[src/rtl/slowbus_bridge.sv]
module slowbus_bridge #(
  parameter int AW = 16,
  parameter int DW = 8,
  parameter int DECODE_BITS = 4,
  parameter logic [AW-1:0] CHIP_BASE = 16'h1000,
  parameter logic [AW-1:0] IO_BASE = 16'h9000,
  parameter int SAMPLE_DLY = 2
) (
  input  logic          clk,
  input  logic          rst_n,
  input  logic          cpu_req,
  input  logic          cpu_we,
  input  logic [AW-1:0] cpu_addr,
  input  logic [DW-1:0] cpu_wdata,
  output logic [DW-1:0] cpu_rdata,
  output logic          cpu_ready,
  output logic          fram_en,
  output logic          fram_we,
  input  logic [DW-1:0] fram_rdata,
  input  logic          slow_phase,
  output logic          sb_act,
  output logic [AW-1:0] sb_addr,
  output logic [DW-1:0] sb_dout,
  output logic          sb_oe,
  output logic          sb_rnw,
  input  logic [DW-1:0] sb_din
);
  localparam int CW = $clog2(SAMPLE_DLY + 1) + 1;

  typedef enum logic [1:0] {S_IDLE, S_WR, S_RD} sb_state_t;

  sb_state_t     state;
  logic [CW-1:0] cnt;
  logic          phase_q;
  logic          buf_full;
  logic [AW-1:0] buf_addr;
  logic [DW-1:0] buf_data;
  logic          rd_done;
  logic [DW-1:0] rd_data;

  wire in_chip    = cpu_addr[AW-1 -: DECODE_BITS] == CHIP_BASE[AW-1 -: DECODE_BITS];
  wire in_io      = cpu_addr[AW-1 -: DECODE_BITS] == IO_BASE[AW-1 -: DECODE_BITS];
  wire io_rd      = in_io & ~cpu_we;
  wire posted     = (in_chip | in_io) & cpu_we;
  wire slot_start = slow_phase & ~phase_q;
  wire last       = cnt == CW'(SAMPLE_DLY);

  assign cpu_ready = io_rd ? rd_done : (posted ? ~buf_full : 1'b1);
  wire   fire      = cpu_req & cpu_ready;
  assign fram_en   = fire & ~in_io;
  assign fram_we   = fram_en & cpu_we;
  assign cpu_rdata = io_rd ? rd_data : fram_rdata;

  assign sb_act = state != S_IDLE;
  assign sb_oe  = state == S_WR;
  assign sb_rnw = state != S_WR;

  always_ff @(posedge clk) begin
    if (!rst_n) begin
      state    <= S_IDLE;
      cnt      <= '0;
      phase_q  <= 1'b1;
      buf_full <= 1'b0;
      buf_addr <= '0;
      buf_data <= '0;
      rd_done  <= 1'b0;
      rd_data  <= '0;
      sb_addr  <= '0;
      sb_dout  <= '0;
    end else begin
      phase_q <= slow_phase;
      if (fire && posted) begin
        buf_full <= 1'b1;
        buf_addr <= cpu_addr;
        buf_data <= cpu_wdata;
      end
      if (fire && io_rd) rd_done <= 1'b0;
      unique case (state)
        S_IDLE: begin
          cnt <= '0;
          if (slot_start && buf_full) begin
            state   <= S_WR;
            sb_addr <= buf_addr;
            sb_dout <= buf_data;
          end else if (slot_start && cpu_req && io_rd && !rd_done) begin
            state   <= S_RD;
            sb_addr <= cpu_addr;
          end
        end
        S_WR: begin
          cnt <= cnt + CW'(1);
          if (last) begin
            state    <= S_IDLE;
            buf_full <= 1'b0;
          end
        end
        S_RD: begin
          cnt <= cnt + CW'(1);
          if (last) begin
            state   <= S_IDLE;
            rd_data <= sb_din;
            rd_done <= 1'b1;
          end
        end
        default: state <= S_IDLE;
      endcase
    end
  end
endmodule

[config.mk]
export PLATFORM = sky130hd
export DESIGN_NAME = slowbus_bridge
export DESIGN_NICKNAME = d
export VERILOG_FILES = /design/src/rtl/slowbus_bridge.sv
export SDC_FILE = /design/constraint.sdc
export NUM_CORES = 1
export LEC_CHECK = 0
export ABC_AREA = 1
export ABC_CLOCK_PERIOD_IN_PS = 1450
export BUFFER_PORTS_ARGS = -buffer_cell sky130_fd_sc_hd__clkbuf_2
export CELL_PAD_IN_SITES_DETAIL_PLACEMENT = 1
export CELL_PAD_IN_SITES_GLOBAL_PLACEMENT = 1
export CORE_UTILIZATION = 35
export DETAILED_ROUTE_END_ITERATION = 8
export GPL_TIMING_DRIVEN = 0
export PLACE_DENSITY_LB_ADDON = 0.1
export SLEW_MARGIN = 20
export SYNTH_ARGS = -nofsm -noshare
export SYNTH_HDL_FRONTEND = slang
export SYNTH_SLANG_ARGS = --single-unit
[constraint.sdc]
create_clock -name clk -period 1.45 [get_ports clk]
set_input_delay 0.145 -clock clk [delete_from_list [all_inputs] [get_ports clk]]
set_output_delay 0.145 -clock clk [all_outputs]
set_load 0.01 [all_outputs]
After elaboration in Yosys (flattened, before gate mapping):

Index checks and enable logic that the tools add are counted.

* register bits after elaboration: 64
* input port bits: 45
* output and inout port bits: 38
* word-level logic and storage cells: 62

* $add $sub $neg: 1
* eq/ne operators: 8
* mux-type cells: 16
* bitwise gates (word level): 11
* reduce and logical (&&, ||, !) cells: 16

Operators with widths (count)
* $mux W16: 2
* $mux W1: 8
* $mux W8: 1
* $reduce_and A2 Y1: 4
* $and A1 B1 Y1: 6
* $logic_and A1 B1 Y1: 6
* $mux W2: 3
* $pmux W3 S2: 1
* $reduce_bool A2 Y1: 3
* $eq A4 B1 Y1 const B: 1
* $eq A4 B4 Y1 const B: 1
* $ne A2 B1 Y1 const B: 2
* $not A1 Y1: 4
* $pmux W2 S2: 1
* $add A3 B1 Y3 const B: 1
* $eq A3 B2 Y1 const B: 1
* $ne A3 B3 Y1 const B: 1
* $eq A2 B1 Y1 const B: 1
* $eq A2 B2 Y1 const B: 1
* $logic_not A2 Y1: 1
* $reduce_or A2 Y1: 1
* $logic_not A1 Y1: 1
* $or A1 B1 Y1: 1

Logic depth before layout (Yosys ltp):

Gate-level depths: netlist of run 1.

* word-level depth: 10
* depth in mapped cells: 9

Worst setup path before layout of run 1:

No wires, ideal clock.

* path type: flip-flop to flip-flop
* start: reg state[0]
* end: reg rd_data[7]
* library setup time: 0.070 ns
* data arrival time: 1.233 ns
* slack: 0.147 ns
* stages on the path, launching flop included: 7
* period minus slack after synthesis: 1.303 ns
* path through: dfxtp_1 inv_1 ha_1 nand3_1 clkbuf_1 o21ai_0 a21oi_1

* cells in the longest elaborated chain, start to end: 2

RTL lines
* from (decl): line 32 `sb_state_t state;`
* from (signal assigned): line 60 `state <= S_IDLE;`
* from (signal assigned): line 82 `state <= S_WR;`
* from (signal assigned): line 86 `state <= S_RD;`
* $eq A2 B2 Y1: line 78 `unique case (state)`
* $reduce_and A2 Y1 (no source line)
* to (signal assigned): line 101 `rd_data <= sb_din;`
* to (decl): line 39 `logic [DW-1:0] rd_data;`

No other way between the ends.
A chain may end at the register's enable or synchronous reset.

Final worst setup path of run 1:

* start: reg rd_done
* end: out fram_we

* cells in the longest elaborated chain, start to end: 4

RTL lines
* from (decl): line 38 `logic rd_done;`
* from (signal assigned): line 66 `rd_done <= 1'b0;`
* from (signal assigned): line 77 `if (fire && io_rd) rd_done <= 1'b0;`
* from (signal assigned): line 102 `rd_done <= 1'b1;`
* $mux W1: line 48 `assign cpu_ready = io_rd ? rd_done : (posted ? ~buf_full : 1'b1);`
* $and A1 B1 Y1: line 49 `wire fire = cpu_req & cpu_ready;`
* $and A1 B1 Y1: line 50 `assign fram_en = fire & ~in_io;`
* $and A1 B1 Y1: line 51 `assign fram_we = fram_en & cpu_we;`
* to (decl): line 18 `output logic fram_we,`

No other way between the ends.

==> results of run 1 <==
-- metal layers --
layer  up-vias  GRT usage (%)  wire, um
met1      1239           23.9      3590
met5         -              0         0
met2        53           33.1      3740
met4         0           6.35        77
met3         8           3.98       284
li1       1385              -         -
-- Yosys cell counts --
| library cell | n | share of area, % |
|---|---|---|
| dfxtp_1 | 64 | 46 |
| a21oi_1 | 57 | 10 |
| nand2_1 | 53 | 7.1 |
| o21ai_0 | 48 | 8.5 |
| inv_1 | 47 | 6.3 |
| nand3_1 | 22 | 3.9 |
| o21ai_1 | 15 | 2.7 |
| clkbuf_1 | 8 | 1.1 |
| buf_2 | 6 | 1.1 |
| ha_1 | 6 | 2.7 |
| nor2_1 | 6 | 0.80 |
| inv_2 | 4 | 0.53 |
| buf_6 | 3 | 1.2 |
| nor2_4 | 3 | 1.2 |
| nor3_1 | 3 | 0.53 |
| a21oi_2 | 2 | 0.62 |
| nand2_4 | 2 | 0.80 |
| nand3_2 | 2 | 0.71 |
| nand4_4 | 2 | 1.5 |
| a211oi_1 | 1 | 0.27 |
| and2_1 | 1 | 0.22 |
| buf_12 | 1 | 0.71 |
| buf_4 | 1 | 0.27 |
| clkbuf_4 | 1 | 0.27 |
| nand2_2 | 1 | 0.22 |
| nand3_4 | 1 | 0.62 |
| nor3_2 | 1 | 0.36 |
| or2_2 | 1 | 0.22 |
-- sequential cells by signal, summed over array words and instances (netlist names) --
name      flops
sb_dout       8
state         2
cnt           3
sb_addr      16
buf_addr     16
phase_q       1
buf_full      1
rd_data       8
rd_done       1
buf_data      8
-- cell families (layout without fill, tap and decap cells) --
kind of cell / Yosys count / after routing / share of synthesized area [%]
AO/OA/AOI/OAI: 123 / 123 / 22.2
adder cells (fa/ha/maj): 6 / 6 / 2.67
buffers and inverters: 71 / 175 / 11.4
flip-flops: 64 / 64 / 45.5
AND/OR/NAND/NOR: 98 / 98 / 18.2
-- placed cells by master (no fill, tap or decap) --
cell type / instances
a211oi_1: 1
inv_4: 1
nand3_2: 2
nand4_4: 2
nor3_2: 2
dfxtp_2: 4
or2_2: 1
clkbuf_2: 81
buf_2: 6
o21ai_1: 16
clkbuf_1: 6
buf_4: 12
inv_2: 6
o21ai_0: 47
a21oi_1: 57
ha_1: 6
inv_1: 44
dfxtp_1: 60
buf_12: 1
nand2_1: 51
clkbuf_8: 10
buf_6: 4
nand3_1: 21
nor2_4: 3
nor3_1: 2
clkinv_2: 2
nand2_2: 3
nand3_4: 2
a21oi_2: 2
nand2_8: 2
and2_4: 1
nor2_1: 6
bufinv_16: 2
-- worst paths after layout --
check	from	to	slack (ns)	cells after the start
max	rd_done	fram_we	0.06	6
min reg2reg	buf_addr[5]	buf_addr[5]	0.45	2
max reg2reg	buf_full	sb_addr[13]	0.10	5
min	cpu_wdata[7]	buf_data[7]	0.08	3
-- per-stage QoR --
step | cells | setup slack (ns)
final | 568 | 0.0628
after global routing | 568 | 0.000522
after CTS | 565 | 0.00884
after detailed placement | 546 | -0.170
after global placement | 546 | -0.132
after floorplan | 362 | 0.147
-- power groups by stage --
stage / Sequential (mW) / Clock [mW] / Combinational (mW)
after floorplan: 1.83 / 0 / 0.197
after global placement: 1.83 / 0 / 0.339
after detailed placement: 1.84 / 0 / 0.349
after CTS: 1.80 / 1.70 / 0.360
after global routing: 1.80 / 1.77 / 0.414
final: 1.80 / 1.65 / 0.368
-- critical path, cell delays in order (launching register included) --
cell	delay, ns
dfxtp_2	0.35
inv_4	0.04
nand3_4	0.07
and2_4	0.15
nand2_2	0.06
nor3_2	0.10
buf_2	0.15
-- timing repair --
action / CTS / global route
setup buffers: 5 / 3
gates cloned: 0 / 0
resized for setup: 15 / 13
pin swaps: 4 / 4
hold buffers: 0 / 0
endpoints found under the setup margin: 24 / 16
-- area by class of cell --
class,count,area share (%)
clock buffer,10,3.74
sequential,64,34.9
timing repair buffer,90,12.8
inverter,51,5.26
clock inverter,4,1.90
tap,102,3.46
buffer,20,3.87
multi-input combinational,227,34.1
==> results by group, run 1 <==
Power
  – Maximum vdd ir drop: 0.448 mV
  – P_int: 2.92 mW
  – Reg power frac: 47.1%
  – Power Total: 3.82 mW
  – Sw Share: roughly a quarter
  – Clock share of power: approximately 43%
  – Gate power share: around a tenth
  – Pwr Density: just over 1000 mW/mm2
  – Sw Pwr: between 800 and 900 uW
  – Leakage power: 1.58 nW

Worst setup path
  – CP Data Arrival Time: ~1.2 ns
  – Critical Path Source Type: flip-flop
  – Setup CP Type: reg2out
  – Worst Setup End Kind: output pin
  – Worst endpoint required time: about 1.3 ns
  – CP Max Fanout: 2

Drt
  – Vias per cell: about 4.7
  – First-pass detailed-route iteration total: 4
  – DR iter-0 viols: 65
  – DRC violations left: 0
  – Wire per inst: approximately 14 um
  – Post-route ant nets: 0
  – Vias: ~2700
  – Total wire length: a little under 8000 um

Floorplanning
  – Die Y: ~92 um
  – Initial Utilization: between 30% and 40%
  – Die ar.: 0.00840 mm2
  – Core area: between 0.007 and 0.008 mm2
  – I/O pins: between 80 and 90
  – Num rows: 32
  – DIE WIDTH: between 90 and 100 um

Logic synthesis
  – Mapped Area: about 0.0028 mm2
  – Syn Area/Cell: around 7.8 um2
  – Post-Syn Instances: 362
  – Synth Register Bits: 64
  – Syn. warnings: 0
  – Unique cell type count in the Yosys netlist: 28
  – Register area share after synthesis: between 40% and 50%
  – Syn_nets: between 400 and 500

Placement
  – DP HPWL: 5680 um
  – Gpl congestion: 0.753
  – DP Area: roughly 0.0034 mm2
  – # port buffers: just over 80

Timing
  – Clock Skews: a little over 0.009 ns
  – Final setup viols: 0
  – Final Max Tran Viols: 0
  – Rel. slew slack: roughly 64%
  – Worst hold slack: between 0.07 and 0.08 ns
  – Worst slew pin tran: approximately 0.54 ns
  – Period minus WS final: around 1.4 ns
  – RSZ-0062 raised after global routing: no
  – Final Cycle Share: between 90% and 100%
  – Max Freq: just over 700 MHz
  – Setup_tns: 0 ns
  – Final hold vios: 0

Clock tree
  – CTS tree: done
  – CTS sink cnt: between 60 and 70
  – Clk slew on worst S/H paths: about 0.070 ns
  – Root Buffer: clkbuf_8
  – Clk buf depth: 2
  – H-tree depth: 3
  – CTS Buf Count: 9
  – Skew-Pair Late Insertion Delay: 0.33 ns

Finish
  – Layout cell share with drive strength beyond 1: roughly a third
  – Filler Cell Count: slightly above 1000
  – ANT cells: 0
  – Area of the multi-input gates: 0.00125 mm2
  – Fin nets: slightly above 500
  – Area Growth Syn to Fin: 30.9%
  – FF+latch area: about 0.0013 mm2
  – Final Core Density: between 40% and 50%
  – Final instance area: roughly 0.0037 mm2

GRT
  – First-pass GRT wire length: 12800 um
  – Gr usage total: between 10% and 20%
  – Pin count of the biggest net entering global routing: 11
  – Vias in the first global route: 2721
  – Initial antenna violation count: 0
  – GRT Residual Overflow: 0

Outcome
  – Status: finished, final reports clean

Job
  – Max-Cap Viols: 0

Min path
  – Hold/Removal Path Class: in2reg
No activity file was read; power rests on OpenSTA's default activity.
==> run 2: changes to the inputs <==
==> constraint.sdc (replaced) <==
create_clock -name clk -period 1.45 [get_ports clk]
set_input_delay 0.0725 -clock clk [delete_from_list [all_inputs] [get_ports clk]]
set_output_delay 0.0725 -clock clk [all_outputs]
set_load 0.01 [all_outputs]
==> run 2 against run 1 <==
  * Design area down 0.14%
  * Worst setup slack better by 0.031 ns
  * Register-to-register slack about the same
  * Utilization shrank 0.065 points
  * Critical path type unchanged
  * Highest routed layer unchanged
==> results by group, run 2 (synthesis gave the netlist of run 1 again) <==
Min path
  – Min-Delay Endpoint: buf_data[3] (was buf_data[7])
  – Hold/Removal Path Class: in2reg (unchanged)
  – Min-delay src: cpu_wdata[3] (was cpu_wdata[7])
  – WHS Path Cells: 3 (unchanged)

Power
  – Pwr Density: 1040 mW/mm2 (about the same)
  – Leakage power: 1.58 nW (about the same)
  – Sw Pwr: 899 uW (was 897 uW)
  – Power Total: 3.82 mW (about the same)
  – P_int: 2.92 mW (about the same)
  – Gate power share: 9.5% (was 9.6%)
  – Reg power frac: 47.1% (about the same)
  – Sw Share: 23.6% (was 23.5%)
  – Maximum vdd ir drop: 0.448 mV (about the same)
  – Clock share of power: 43.4% (was 43.3%)

Floorplanning
  – DIE WIDTH: 91.7 um (unchanged)
  – Num rows: 32 (unchanged)
  – Die Y: 91.7 um (unchanged)
  – Initial Utilization: 36.2% (unchanged)
  – Core area: 0.00777 mm2 (unchanged)
  – Die ar.: 0.00840 mm2 (unchanged)
  – I/O pins: 83 (unchanged)

Clock tree
  – CTS tree: done (unchanged)
  – Clk slew on worst S/H paths: 0.07 ns (about the same)
  – CTS sink cnt: 64 (unchanged)
  – CTS Buf Count: 9 (unchanged)
  – Clk buf depth: 2 (unchanged)
  – Skew-Pair Late Insertion Delay: 0.33 ns (about the same)
  – H-tree depth: 3 (unchanged)
  – Root Buffer: clkbuf_8 (unchanged)

Placement
  – DP HPWL: 5680 um (unchanged)
  – Cell count after placement: 546 (unchanged)
  – # port buffers: 82 (unchanged)
  – Post-place setup slack: -0.170 ns (unchanged)
  – Gpl congestion: 0.753 (unchanged)
  – DP Area: 0.00335 mm2 (unchanged)

Timing
  – Final Cycle Share: 93.5% (was 95.7%)
  – Final hold vios: 0 (unchanged)
  – Period minus WS final: 1.36 ns (was 1.39 ns)
  – Final setup viols: 0 (unchanged)
  – Final Max Tran Viols: 0 (unchanged)
  – Setup WS post-layout: 0.0941 ns (was 0.0628 ns)
  – Rel. slew slack: 64.1% (was 64.2%)
  – Clock Skews: 0.00817 ns (was 0.00922 ns)
  – Worst slew pin tran: 0.539 ns (was 0.537 ns)
  – Max Freq: 738 MHz (was 721 MHz)

Finish
  – Most frequent cells in the layout: clkbuf_2, dfxtp_1, a21oi_1 (unchanged)
  – Largest regs: buf_addr (16), sb_addr (16) (unchanged)
  – Filler Cell Count: 1003 (was 1007)
  – Area Growth Syn to Fin: 30.7% (was 30.9%)
  – Area of the multi-input gates: 0.00124 mm2 (was 0.00125 mm2)
  – FF+latch area: 0.00128 mm2 (was 0.00129 mm2)
  – Final instance area: 0.00368 mm2 (about the same)
  – Most common cell after layout, fill and taps aside: clkbuf_2 (unchanged)
  – Layout cell share with drive strength beyond 1: 31.1% (was 32.0%)
  – Final non-filler cell total: 568 (unchanged)
  – ANT cells: 0 (unchanged)
  – Fin nets: 514 (unchanged)

Worst setup path
  – Reg2Reg Setup Slack: 0.10 ns (about the same)
  – Worst r2r src: state[0] (was buf_full)
  – Setup CP Type: reg2out (unchanged)
  – Critical Path Source Type: flip-flop (unchanged)
  – CP Data Arrival Time: 1.28 ns (was 1.24 ns)
  – Reg2reg path depth: 7 (was 5)
  – Worst Setup End Kind: output pin (unchanged)
  – Worst endpoint required time: 1.38 ns (was 1.31 ns)
  – Worst reg2reg endpoint: sb_dout[6] (was sb_addr[13])
  – CP Max Fanout: 3 (was 2)

Drt
  – Post-route ant nets: 0 (unchanged)
  – DR iter-0 viols: 69 (was 65)
  – DRC violations left: 0 (unchanged)
  – First-pass detailed-route iteration total: 4 (unchanged)
  – Wire per inst: 13.3 um (was 13.5 um)
  – Total wire length: 7580 um (was 7690 um)
  – Vias per cell: 4.73 (about the same)
  – Vias: 2689 (was 2685)

GRT
  – GRT Residual Overflow: 0 (unchanged)
  – First-pass GRT wire length: 12600 um (was 12800 um)
  – Gr usage total: 18.9% (was 19.3%)
  – Pin count of the biggest net entering global routing: 11 (unchanged)
  – Initial antenna violation count: 0 (unchanged)
  – Vias in the first global route: 2707 (was 2721)

Job
  – Max-Cap Viols: 0 (unchanged)

Outcome
  – Status: finished, final reports clean (unchanged)
[run 2: worst max path at each step]
stage	from	to	slack [ns]	cells after the start
2_1_floorplan	state[0]	rd_data[7]	0.15	6
3_3_place_gp	state[0]	rd_data[7]	-0.13	6
3_5_place_dp	state[0]	rd_data[7]	-0.17	6
4_1_cts	state[0]	sb_dout[6]	0.006	7
5_1_grt	state[0]	sb_dout[3]	-0.009	7
6_report	rd_done	fram_en	0.09	6
[run 2: routing by layer]
metal  wire, um  vias up  GRT usage (%)
li1           -     1382              -
met1       3560     1246           23.5
met2       3680       54           32.6
met3        272        7           3.81
met4         71        0           6.35
met5          0        -              0
[run 2: per-stage QoR]
stage | setup TNS [ns] | util [%] | hold WS (ns)
floorplan | 0 | - | 0.179
global placement | -0.612 | 43.2 | 0.335
CTS | 0 | 46.2 | 0.0122
detailed placement | -1.00 | 43.2 | 0.349
global route | -0.00902 | 47.4 | 0.0311
finish | 0 | 47.4 | 0.0186
[run 2: final cells by class]
cell class	count	share of cell area, %
flip-flops and latches	64	34.9
multi-input cells	227	33.8
repair buffers	90	12.9
inverters	51	5.20
plain buffers	20	4.05
clock buffers	10	3.74
well taps	102	3.47
clock inverters	4	1.90
[run 2: repair_timing]
item	CTS	global route
endpoints found under the setup margin	14	24
pin swaps	1	4
hold buffers	1	0
gates resized for setup	7	18
setup buffers	0	7
endpoints found under the hold margin	1	0
[run 2: worst max-delay path, stage by stage (launching register included)]
cell      delay (ns)
dfxtp_2         0.32
inv_2           0.08
nand3_2         0.11
and2_4          0.17
nand2_1         0.09
nor2_1          0.05
clkbuf_2        0.13
[run 2: power by group through the flow]
| stage | clock [mW] | sequential, mW | combinational [mW] |
|---|---|---|---|
| 3_3_place_gp | 0 | 1.83 | 0.339 |
| 2_1_floorplan | 0 | 1.83 | 0.197 |
| 5_1_grt | 1.78 | 1.80 | 0.410 |
| 6_report | 1.66 | 1.80 | 0.363 |
| 4_1_cts | 1.70 | 1.80 | 0.355 |
| 3_5_place_dp | 0 | 1.84 | 0.349 |
